==> config.mk <==
export PLATFORM = sky130hd
export DESIGN_NAME = blk_erase_seq
export DESIGN_NICKNAME = d
export VERILOG_FILES = /design/src/rtl/erase_seq_pkg.sv /design/src/rtl/erase_wait_timer.sv /design/src/rtl/erase_addr_walker.sv /design/src/rtl/erase_watchdog.sv /design/src/rtl/blk_erase_seq.sv
export SDC_FILE = /design/constraint.sdc
export NUM_CORES = 1
export LEC_CHECK = 0
export ABC_AREA = 1
export BUFFER_PORTS_ARGS = -buffer_cell sky130_fd_sc_hd__buf_2
export CAP_MARGIN = 20
export CORE_MARGIN = 5
export CORE_UTILIZATION = 59
export CTS_BUF_LIST = sky130_fd_sc_hd__clkbuf_16
export CTS_CLUSTER_SIZE = 28
export DETAILED_ROUTE_END_ITERATION = 10
export PLACE_DENSITY = 0.81
export SLEW_MARGIN = 20
export SYNTH_ARGS = -nofsm -noshare
export SYNTH_HDL_FRONTEND = slang
export SYNTH_SLANG_ARGS = --single-unit
==> constraint.sdc <==
create_clock -name clk -period 6.56 [get_ports clk]
set_clock_uncertainty 0.1 [all_clocks]
set_input_delay 0.328 -clock clk [delete_from_list [all_inputs] [get_ports clk]]
set_output_delay 0.328 -clock clk [all_outputs]
set_load 0.02 [all_outputs]
==> src/rtl/erase_seq_pkg.sv <==
package erase_seq_pkg;

  typedef enum logic [3:0] {
    ST_IDLE, ST_SWE_ON, ST_ARM, ST_ESU_ON, ST_ERS_ON, ST_ERS_OFF, ST_ESU_OFF,
    ST_EV_ON, ST_DWR, ST_VWAIT, ST_VRD, ST_VCHK, ST_EV_OFF, ST_SWE_OFF
  } seq_state_e;

  typedef struct packed {
    logic busy;
    logic swe;
    logic dog;
    logic esu;
    logic ers;
    logic ev;
    logic wr;
    logic rd;
  } ctl_vec_t;

  // Output bits that hold in each state
  function automatic ctl_vec_t state_bits(seq_state_e s);
    ctl_vec_t v;
    v = '0;
    v.busy = (s != ST_IDLE);
    case (s)
      ST_SWE_ON:  v.swe = 1'b1;
      ST_ARM:     begin v.swe = 1'b1; v.dog = 1'b1; end
      ST_ESU_ON,
      ST_ERS_OFF: begin v.swe = 1'b1; v.dog = 1'b1; v.esu = 1'b1; end
      ST_ERS_ON:  begin v.swe = 1'b1; v.dog = 1'b1; v.esu = 1'b1; v.ers = 1'b1; end
      ST_ESU_OFF: begin v.swe = 1'b1; v.dog = 1'b1; end
      ST_EV_ON,
      ST_VWAIT,
      ST_VCHK:    begin v.swe = 1'b1; v.ev = 1'b1; end
      ST_DWR:     begin v.swe = 1'b1; v.ev = 1'b1; v.wr = 1'b1; end
      ST_VRD:     begin v.swe = 1'b1; v.ev = 1'b1; v.rd = 1'b1; end
      ST_EV_OFF:  v.swe = 1'b1;
      default:    ;
    endcase
    return v;
  endfunction

endpackage

==> src/rtl/erase_wait_timer.sv <==
module erase_wait_timer #(
  parameter int WAIT_W = 20
) (
  input  logic              clk,
  input  logic              rst,
  input  logic              load,
  input  logic [WAIT_W-1:0] load_val,
  output logic              zero
);
  logic [WAIT_W-1:0] cnt;

  always_ff @(posedge clk) begin
    if (rst)
      cnt <= '0;
    else if (load)
      cnt <= load_val;
    else if (cnt != '0)
      cnt <= cnt - 1'b1;
  end

  assign zero = (cnt == '0);

  // an unloaded, non-empty count drops by exactly one per cycle
  assert_countdown_R5: assert property (@(posedge clk) disable iff (rst)
    (!load && cnt != '0) |=> (cnt == $past(cnt) - 1'b1));

endmodule

==> src/rtl/erase_addr_walker.sv <==
module erase_addr_walker #(
  parameter int ADDR_W = 12,
  parameter int SPAN   = 64
) (
  input  logic              clk,
  input  logic              rst,
  input  logic              load,
  input  logic [ADDR_W-1:0] base,
  input  logic              step,
  output logic [ADDR_W-1:0] addr,
  output logic              last
);
  localparam logic [ADDR_W-1:0] SPAN_M1 = ADDR_W'(SPAN - 1);

  logic [ADDR_W-1:0] base_q;

  always_ff @(posedge clk) begin
    if (rst) begin
      base_q <= '0;
      addr   <= '0;
    end else if (load) begin
      base_q <= base;
      addr   <= base;
    end else if (step) begin
      addr <= addr + 1'b1;
    end
  end

  assign last = (addr == base_q + SPAN_M1);

  // the walk never steps beyond the final word of the block
  assert_walk_bound_R6: assert property (@(posedge clk) disable iff (rst)
    step |-> !last);

endmodule

==> src/rtl/erase_watchdog.sv <==
module erase_watchdog #(
  parameter int LIMIT = 1000
) (
  input  logic clk,
  input  logic rst,
  input  logic arm,
  output logic bite
);
  localparam int CW = $clog2(LIMIT + 1);
  localparam logic [CW-1:0] LAST = CW'(LIMIT - 1);

  logic [CW-1:0] cnt;

  always_ff @(posedge clk) begin
    if (rst || !arm)
      cnt <= '0;
    else if (cnt != LAST)
      cnt <= cnt + 1'b1;
  end

  assign bite = arm && (cnt == LAST);

endmodule

==> src/rtl/blk_erase_seq.sv <==
module blk_erase_seq
  import erase_seq_pkg::*;
#(
  parameter int NUM_BLOCKS      = 8,
  parameter int WORDS_PER_BLOCK = 64,
  parameter int ADDR_W          = 12,
  parameter int DATA_W          = 16,
  parameter int WAIT_W          = 20,
  parameter int T_SWE_SET       = 25,
  parameter int T_ESU_SET       = 100,
  parameter int T_ERASE         = 500000,
  parameter int T_ERS_CLR       = 50,
  parameter int T_ESU_CLR       = 50,
  parameter int T_EV_SET        = 100,
  parameter int T_VREAD         = 10,
  parameter int T_EV_CLR        = 25,
  parameter int T_SWE_CLR       = 50,
  parameter int MAX_TRIES       = 100,
  parameter int WDOG_LIMIT      = 600000
) (
  input  logic                  clk,
  input  logic                  rst,
  input  logic                  start,
  input  logic [NUM_BLOCKS-1:0] blk_sel,
  output logic                  busy,
  output logic                  done,
  output logic                  fail,
  output logic                  ctl_swe,
  output logic                  ctl_esu,
  output logic                  ctl_ers,
  output logic                  ctl_ev,
  output logic                  wdog_en,
  output logic [ADDR_W-1:0]     fl_addr,
  output logic                  fl_wr,
  output logic [DATA_W-1:0]     fl_wdata,
  output logic                  fl_rd,
  input  logic [DATA_W-1:0]     fl_rdata
);
  localparam int IDX_W = (NUM_BLOCKS > 1) ? $clog2(NUM_BLOCKS) : 1;
  localparam int TRY_W = $clog2(MAX_TRIES + 1);
  localparam logic [DATA_W-1:0] ERASED   = '1;
  localparam logic [TRY_W-1:0]  TRY_LIM  = TRY_W'(MAX_TRIES);

  seq_state_e        state, nxt;
  ctl_vec_t          ctl;
  logic [IDX_W-1:0]  blk_idx;
  logic [TRY_W-1:0]  tries;
  logic              pass_q;
  logic              tmr_zero, tmr_load;
  logic [WAIT_W-1:0] tmr_val;
  logic              walk_load, walk_step, walk_last;
  logic [ADDR_W-1:0] walk_base;
  logic              bite;
  logic              sel_ok, accept, word_ok;
  logic              done_set, fail_set;

  function automatic logic [IDX_W-1:0] sel_index(input logic [NUM_BLOCKS-1:0] s);
    logic [IDX_W-1:0] r;
    r = '0;
    for (int i = 0; i < NUM_BLOCKS; i++)
      if (s[i]) r = IDX_W'(i);
    return r;
  endfunction

  // Cycles spent in a state, minus one, loaded on entry
  function automatic logic [WAIT_W-1:0] hold_of(seq_state_e s);
    int t;
    case (s)
      ST_SWE_ON:  t = T_SWE_SET;
      ST_ESU_ON:  t = T_ESU_SET;
      ST_ERS_ON:  t = T_ERASE;
      ST_ERS_OFF: t = T_ERS_CLR;
      ST_ESU_OFF: t = T_ESU_CLR;
      ST_EV_ON:   t = T_EV_SET;
      ST_VWAIT:   t = T_VREAD;
      ST_EV_OFF:  t = T_EV_CLR;
      ST_SWE_OFF: t = T_SWE_CLR;
      default:    t = 1;
    endcase
    return WAIT_W'(t - 1);
  endfunction

  assign sel_ok  = ($countones(blk_sel) == 1);
  assign accept  = (state == ST_IDLE) && start && sel_ok;
  assign word_ok = (fl_rdata == ERASED);

  always_comb begin
    nxt      = state;
    done_set = 1'b0;
    fail_set = 1'b0;
    case (state)
      ST_IDLE: begin
        if (start && sel_ok)  nxt = ST_SWE_ON;
        else if (start)       fail_set = 1'b1;
      end
      ST_SWE_ON:  if (tmr_zero) nxt = ST_ARM;
      ST_ARM:     nxt = ST_ESU_ON;
      ST_ESU_ON:  if (tmr_zero) nxt = ST_ERS_ON;
      ST_ERS_ON: begin
        if (bite) begin
          nxt      = ST_IDLE;
          fail_set = 1'b1;
        end else if (tmr_zero) begin
          nxt = ST_ERS_OFF;
        end
      end
      ST_ERS_OFF: if (tmr_zero) nxt = ST_ESU_OFF;
      ST_ESU_OFF: if (tmr_zero) nxt = ST_EV_ON;
      ST_EV_ON:   if (tmr_zero) nxt = ST_DWR;
      ST_DWR:     nxt = ST_VWAIT;
      ST_VWAIT:   if (tmr_zero) nxt = ST_VRD;
      ST_VRD:     nxt = ST_VCHK;
      ST_VCHK: begin
        if (word_ok && !walk_last) nxt = ST_DWR;
        else                       nxt = ST_EV_OFF;
      end
      ST_EV_OFF: begin
        if (tmr_zero) begin
          if (!pass_q && tries < TRY_LIM) nxt = ST_ARM;
          else                            nxt = ST_SWE_OFF;
        end
      end
      ST_SWE_OFF: begin
        if (tmr_zero) begin
          nxt      = ST_IDLE;
          done_set = pass_q;
          fail_set = !pass_q;
        end
      end
      default: nxt = ST_IDLE;
    endcase
  end

  always_ff @(posedge clk) begin
    if (rst) begin
      state   <= ST_IDLE;
      ctl     <= '0;
      done    <= 1'b0;
      fail    <= 1'b0;
      tries   <= '0;
      pass_q  <= 1'b0;
      blk_idx <= '0;
    end else begin
      state <= nxt;
      ctl   <= state_bits(nxt);
      done  <= done_set;
      fail  <= fail_set;
      if (accept) begin
        blk_idx <= sel_index(blk_sel);
        tries   <= '0;
        pass_q  <= 1'b0;
      end else if (state == ST_VCHK) begin
        if (!word_ok)       tries  <= tries + 1'b1;
        else if (walk_last) pass_q <= 1'b1;
      end
    end
  end

  assign tmr_load  = (nxt != state);
  assign tmr_val   = hold_of(nxt);
  assign walk_load = (state == ST_ESU_OFF) && (nxt == ST_EV_ON);
  assign walk_base = ADDR_W'(blk_idx * WORDS_PER_BLOCK);
  assign walk_step = (state == ST_VCHK) && word_ok && !walk_last;

  erase_wait_timer #(.WAIT_W(WAIT_W)) u_timer (
    .clk(clk), .rst(rst), .load(tmr_load), .load_val(tmr_val), .zero(tmr_zero)
  );

  erase_addr_walker #(.ADDR_W(ADDR_W), .SPAN(WORDS_PER_BLOCK)) u_walk (
    .clk(clk), .rst(rst), .load(walk_load), .base(walk_base), .step(walk_step),
    .addr(fl_addr), .last(walk_last)
  );

  erase_watchdog #(.LIMIT(WDOG_LIMIT)) u_dog (
    .clk(clk), .rst(rst), .arm(ctl.ers), .bite(bite)
  );

  assign busy     = ctl.busy;
  assign ctl_swe  = ctl.swe;
  assign ctl_esu  = ctl.esu;
  assign ctl_ers  = ctl.ers;
  assign ctl_ev   = ctl.ev;
  assign wdog_en  = ctl.dog;
  assign fl_wr    = ctl.wr;
  assign fl_rd    = ctl.rd;
  assign fl_wdata = ERASED;

  // nesting of the control bits
  assert_ers_under_esu_R3: assert property (@(posedge clk) disable iff (rst)
    ctl_ers |-> ctl_esu);
  assert_swe_covers_R3: assert property (@(posedge clk) disable iff (rst)
    (ctl_esu || ctl_ev) |-> ctl_swe);
  // watchdog covers the whole setup bit window
  assert_esu_under_dog_R4: assert property (@(posedge clk) disable iff (rst)
    ctl_esu |-> wdog_en);
  // verify accesses only inside the verify window, one at a time
  assert_bus_in_verify_R12: assert property (@(posedge clk) disable iff (rst)
    (fl_wr || fl_rd) |-> (ctl_ev && !(fl_wr && fl_rd)));
  // completion pulses last one cycle and land when busy is low
  assert_done_pulse_R11: assert property (@(posedge clk) disable iff (rst)
    done |=> !done);
  assert_fail_pulse_R11: assert property (@(posedge clk) disable iff (rst)
    fail |=> !fail);
  assert_end_idle_R11: assert property (@(posedge clk) disable iff (rst)
    (done || fail) |-> !busy);
  // watchdog expiry drops every bit and reports failure
  assert_bite_abort_R9: assert property (@(posedge clk) disable iff (rst)
    bite |=> (!ctl_swe && !ctl_ers && !ctl_esu && fail));
  // the selected block holds for the whole run
  assert_hold_block_R10: assert property (@(posedge clk) disable iff (rst)
    busy |=> $stable(blk_idx));

endmodule

; Yosys cells after proc, flatten, opt, wreduce, memory -nomap -nowiden
; Memories as Yosys holds them, arrays and structs flattened.
; Cells that the tools add are included.
[totals]
ff_bits = 80
rom_bits = 208
in_bits = 27
output_inout_bits = 38
memories = 1
[classes]
addsub = 13
n_lt_le_gt_ge = 1
eq_ne = 31
muxes = 37
bitwise_logic = 3
reduce_logical = 28
[mem_list]
columns = name, words, word_bits, rd, rd_ports_with_merged_regs, wr, line
row1 = (no name shown), 16, 13, 1, 0, 0, blk_erase_seq.sv:68  ; case (s)
[ops]
columns = operator, n
row1 = $pmux 4 s14, 1
row2 = $mux 4, 12
row3 = $eq 4x4->1 const B, 11
row4 = $mux 20, 2
row5 = $eq 4x3->1 const B, 8
row6 = $mux 3, 7
row7 = $add 20x1->20 const B, 1
row8 = $eq 20x20->1 const B, 1
row9 = $logic_not 20->1, 1
row10 = $ne 20x20->1 const B, 1
row11 = $reduce_bool 20->1, 1
row12 = $sub 20x1->20 const B, 1
row13 = $sub 20x2->20 const B, 1
row14 = $mux 9, 2
row15 = $eq 16x16->1 const B, 1
row16 = $eq 4x2->1 const B, 4
row17 = $add 12x1->12 const B, 1
row18 = $eq 12x10->1, 1
row19 = $eq 4x1->1 const B, 3
row20 = $mux 1, 12
row21 = $reduce_or 12->1, 1
row22 = $add 9x6->10 const B, 1
row23 = $reduce_or 5->1, 2
row24 = $logic_and 1x1->1, 9
row25 = 17 further kinds, 28

; Depth between registers and ports, before layout
[logic_depth]
depth_word = 10
mapped_depth = 28
depth_no_buf = 28

; Modules after synthesis
; From an unflattened synthesis, not the netlist that was laid out.
[unflattened]
cells_unflattened = 948
area_unflattened_um2 = 6218.5
[modules_own_cells]
columns = mod, n_inst, cells_per_inst, area_per_inst_um2, seq_area_each_um2
row1 = blk_erase_seq, 1, 316, 2084.5, 500.5
row2 = erase_addr_walker, 1, 259, 1591.5, 480.5
row3 = erase_wait_timer, 1, 194, 1353.8, 400.4
row4 = erase_watchdog, 1, 179, 1188.6, 400.4

; Worst setup path after synthesis
; No wires, ideal clock.
[synth_path]
path_type = input to register
from = input port blk_sel[0]
to = register u_timer.cnt[8]
arrival_time_ps = 4544
required_time_ps = 6325
setup_slack_ps = 1782
path_stages = 27
path_buffers = 0
cell_sequence = inv_1 fa_1 fa_1 fa_1 inv_1 ha_1 inv_1 fa_1 nor2_1 nand2_1 nand2_1 o2111ai_1 nor2_1 a21oi_1 nand2_2 inv_1 ha_1 nand3_2 nand2_1 inv_1 ha_1 nand2_1 nor2_4 nand2_2 ha_1 nand2_2 a21oi_2
[synth_between]
elab_chain_cells = 10
word_cells_on_any_way = 12
cone_classes = add/sub: 4 / eq/ne: 2 / mux: 3 / reduce/logical: 2 / memory: 1
[synth_rtl]
columns = item, line
row1 = start: declaration, blk_erase_seq.sv:24  ; input logic [NUM_BLOCKS-1:0] blk_sel,
row2 = $add 1x1->2 (not written as such) *, blk_erase_seq.sv:83  ; assign sel_ok = ($countones(blk_sel) == 1);
row3 = $add 2x2->3 (not written as such) *, blk_erase_seq.sv:83
row4 = $add 3x3->4 (not written as such) *, blk_erase_seq.sv:83
row5 = $eq 4x1->1 *, blk_erase_seq.sv:83
row6 = $logic_and 1x1->1 *, blk_erase_seq.sv:93  ; if (start && sel_ok) nxt = ST_SWE_ON;
row7 = $mux 4 *, blk_erase_seq.sv:93
row8 = $pmux 4 s14 *, blk_erase_seq.sv:91  ; case (state)
row9 = via nxt[0], blk_erase_seq.sv:44  ; seq_state_e state, nxt;
row10 = $mem_v2 16x13, n/a
row11 = $sub 20x2->20, blk_erase_seq.sv:80  ; return WAIT_W'(t - 1);
row12 = $mux 20, erase_wait_timer.sv:15  ; else if (load)
row13 = end signal: assignment, erase_wait_timer.sv:16  ; cnt <= load_val;
row14 = end signal: assignment, erase_wait_timer.sv:18  ; cnt <= cnt - 1'b1;
row15 = end: declaration, erase_wait_timer.sv:10  ; logic [WAIT_W-1:0] cnt;
; Mark *: on every way through the listed nets, which the timed path passes. The rest lies on a longest branch.
; A chain may end at the register's enable or synchronous reset.

; Worst setup path after layout
; Same ends and word-level chain as after synthesis.

==> summary.json <==
{
  "result_of_the_run": {"value": "finished, final reports clean"},
  "crit_fanout": {"value": 8},
  "area.growth.synth_to_final": {"value": 10.7, "unit": "%"},
  "fin_crit": {"value": 5.20, "unit": "ns"},
  "finalWorstSetupSlack": {"value": 1.36, "unit": "ns"},
  "timing.setup.tns": {"value": 0, "unit": "ns"},
  "die-area": {"value": 0.0105, "unit": "mm^2"},
  "postCtsResizedCells": {"value": 0},
  "wl_per_cell": {"value": 13.4, "unit": "um"},
  "clkSlewWorstSetupHoldPaths": {"value": 0.07, "unit": "ns"},
  "vias_per_cell": {"value": 5.41},
  "final.period_utilization": {"value": 0.792},
  "cts-root-to-sink-buffers": {"value": 2},
  "synth-simple-area-share": {"value": 0.348},
  "grt_setup_unrepaired": {"value": "false"},
  "io_pins": {"value": 65},
  "place.detailed.hpwl": {"value": 8740, "unit": "um"},
  "critical-path-top-delay-family": {"value": "adder cells"},
  "grt_first_pass_wirelength": {"value": 20400, "unit": "um"},
  "ys_seq_area_frac": {"value": 0.318},
  "synth-adder-area-share": {"value": 0.0507},
  "final_core_utilization": {"value": 0.674},
  "cts.hold.buffers_added": {"value": 0},
  "clock.fmax": {"value": 0.192, "unit": "GHz"},
  "crit_type": {"value": "input pin to register"},
  "ys_seq_elements": {"value": 80},
  "port_buffers": {"value": 48},
  "r2r_start": {"value": "u_timer.cnt[0]$_SDFFE_PP0P_"},
  "mostFrequentLayoutCells": {"value": "135 x nand2_1, 98 x inv_1, 91 x nor2_1"},
  "slew-limit-headroom": {"value": 0.613},
  "yosys_warnings": {"value": 0},
  "critPathSlowestCell": {"value": "fa_1"},
  "worst-path-stages": {"value": 28},
  "post_synth_edffs": {"value": 0},
  "drcViolationCount": {"value": 0},
  "grt_pass1_vias": {"value": 4585},
  "nets": {"value": 812},
  "yosys.area_share.xor_xnor": {"value": 0.0453},
  "total_of_max_cap_violations": {"value": 0},
  "synth_top_family_by_area": {"value": "simple AND/OR/NAND/NOR gates"},
  "floorplan.core_area": {"value": 0.00826, "unit": "mm^2"},
  "synth.cell_area": {"value": 0.00503, "unit": "mm^2"},
  "numCtsBuffers": {"value": 9},
  "power.total": {"value": 1.73, "unit": "mW"},
  "syn-instance-count": {"value": 719},
  "synthMuxAreaShare": {"value": 0},
  "antenna_cells": {"value": 0},
  "crit_path_end_kind": {"value": "register"},
  "timing.reg2reg.worst_path_depth": {"value": 23},
  "power.leakage": {"value": 2.52, "unit": "nW"},
  "grtUsageTotal": {"value": 0.238},
  "post-place-ws": {"value": 1.15, "unit": "ns"},
  "worstMarginPinSlew": {"value": 0.579, "unit": "ns"},
  "worst_ir_drop_vdd": {"value": 0.171, "unit": "mV"},
  "final_antenna_net_count": {"value": 0},
  "post_route_cells_drive_above_1_share": {"value": 0.163},
  "gr-total-overflow": {"value": 0},
  "p_per_area": {"value": 312, "unit": "mW/mm^2"},
  "reg2reg_setup_slack": {"value": 2.82, "unit": "ns"},
  "fin_hold_ws": {"value": 0.218, "unit": "ns"},
  "netlist-cell-type-count": {"value": 51},
  "synth_compound_gate_area_share": {"value": 0.120},
  "critical_path_s_largest_stage_delay": {"value": 0.56, "unit": "ns"},
  "via_count": {"value": 4748},
  "synth_ff_type": {"value": "dfxtp_1"},
  "postCtsSetupRepairBufs": {"value": 0},
  "die_y": {"value": 102, "unit": "um"},
  "setup.worst_path.start_class": {"value": "input pin"},
  "pin_count_of_the_biggest_net_entering_global_routing": {"value": 25},
  "cts_root_buf": {"value": "clkbuf_16"},
  "timing.critical_path.from": {"value": "blk_sel[0]"},
  "final_weighted_congestion_in_routability_driven_placement": {"value": 0.958},
  "synth.avg_cell_area": {"value": 7.00, "unit": "um^2"},
  "cp_num_buf_inv": {"value": 6},
  "fillers": {"value": 712},
  "htree_num_levels": {"value": 3},
  "mostFrequentLayoutCell": {"value": "nand2_1"},
  "crit_top_cell": {"value": "inv_1"},
  "final-hold-violation-count": {"value": 0},
  "drt_iter0_markers": {"value": 255},
  "clock_sinks": {"value": 80},
  "timing.hold.worst.class": {"value": "input pin to register"},
  "row_count": {"value": 33},
  "timing.final.max_slew_violations": {"value": 0},
  "data_required_time_at_the_worst_endpoint": {"value": 6.74, "unit": "ns"},
  "route.final.wire_length": {"value": 11700, "unit": "um"},
  "dr.pass1.iters": {"value": 6},
  "tritoncts": {"value": "done"},
  "insertion_delay": {"value": 0.34, "unit": "ns"},
  "antenna_found_initial": {"value": 0},
  "worstSetupEndpoint": {"value": "u_timer.cnt[8]$_SDFFE_PP0P_"},
  "initial_utilization": {"value": 0.609},
  "crit-reg2reg-capture": {"value": "u_timer.cnt[8]$_SDFFE_PP0P_"},
  "cp.arrival": {"value": 5.37, "unit": "ns"},
  "die_width": {"value": 102, "unit": "um"},
  "postSynth.asyncResetShare": {"value": 0},
  "setup_violations": {"value": 0}
}
-- worst min-delay path by stage --
| stage | from | to | slack (ns) | cells after the start |
|---|---|---|---|---|
| 2_1_floorplan | rst | u_timer.cnt[19]$_SDFFE_PP0P_ | 0.30 | 1 |
| 3_3_place_gp | tries[6]$_SDFFE_PP0P_ | tries[6]$_SDFFE_PP0P_ | 0.35 | 2 |
| 3_5_place_dp | tries[6]$_SDFFE_PP0P_ | tries[6]$_SDFFE_PP0P_ | 0.36 | 2 |
| 4_1_cts | blk_sel[7] | blk_idx[0]$_SDFFE_PP0P_ | 0.21 | 3 |
| 5_1_grt | blk_sel[7] | blk_idx[0]$_SDFFE_PP0P_ | 0.24 | 3 |
| 6_report | blk_sel[7] | blk_idx[0]$_SDFFE_PP0P_ | 0.22 | 3 |
-- power by group --
group | leakage [nW] | internal [mW] | switching (mW)
sequential | 0.648 | 0.543 | 0.0466
combinational | 1.72 | 0.230 | 0.400
clock | 0.152 | 0.299 | 0.216
total | 2.52 | 1.07 | 0.662
-- state kept, by name, summed over array words and instances, names as in the netlist, 3 cells and up --
signal	flops
u_dog.cnt	20
u_timer.cnt	20
u_walk.addr	12
tries	7
state	4
blk_idx	3
u_walk.base_q	3
-- per-stage QoR --
step / cell area [um^2] / std cells
6_report: 5570 / 877
5_1_grt: 5570 / 877
4_1_cts: 5570 / 877
3_5_place_dp: 5270 / 861
3_3_place_gp: 5270 / 861
2_1_floorplan: 5090 / 734
-- cell type report --
type	count	area, um^2	area share
multi-input combinational	524	2900	0.520
sequential	80	1600	0.288
inverter	104	395	0.0710
timing repair buffer	48	240	0.0431
clock buffer	9	225	0.0404
tap	105	131	0.0236
clock inverter	7	77.6	0.0139
-- cells by family (layout without fill, tap and decap cells) --
kind of cell    after synthesis  count (layout)
compound gates              105             105
xor+xnor                     26              26
fa+ha+maj                    18              18
buf+inv                     130             168
flops                        80              80
other cells                   1              16
simple gates                359             359
-- cell usage after synthesis (all sizes together), types with 2 or more instances --
master	n	area, um^2
nand2	149	619
inv	104	395
nor2	104	470
dfxtp	80	1600
nand3	50	290
a21oi	48	259
o21ai	42	210
buf	22	178
xor2	17	149
nor3	16	80.1
ha	14	175
nand4	12	81.3
nor4	12	100
or2	12	75.1
xnor2	9	78.8
clkbuf	4	15.0
fa	4	80.1
a31oi	3	18.8
a41oi	2	17.5
o211ai	2	25.0
-- worst register-to-register path, cell delays in order (launching register included) --
cell and delay (ns):
dfxtp_1 0.31, inv_1 0.10, ha_1 0.29, nand2_4 0.13, nor2_8 0.17, nand3_4 0.22, nand2_1 0.16, a21oi_1 0.07
a221oi_1 0.18, o21ai_0 0.26, inv_1 0.19, ha_1 0.19, inv_1 0.07, nor2_2 0.15, inv_1 0.07, nand2_1 0.06
inv_1 0.05, ha_1 0.20, nand2_1 0.14, nor2_4 0.06, nand2_2 0.08, ha_1 0.23, nand2_2 0.08, a21oi_2 0.06
-- routing by layer --
| layer | wire (um) | GRT usage | up-vias | part of all wire |
|---|---|---|---|---|
| li1 | - | - | 2403 | - |
| met1 | 5260 | 0.309 | 2178 | 0.45 |
| met2 | 5590 | 0.406 | 152 | 0.48 |
| met3 | 706 | 0.0369 | 15 | 0.060 |
| met4 | 180 | 0.0767 | 0 | 0.015 |
| met5 | 0 | 0 | - | 0 |
(Power assumes the default switching activity.)
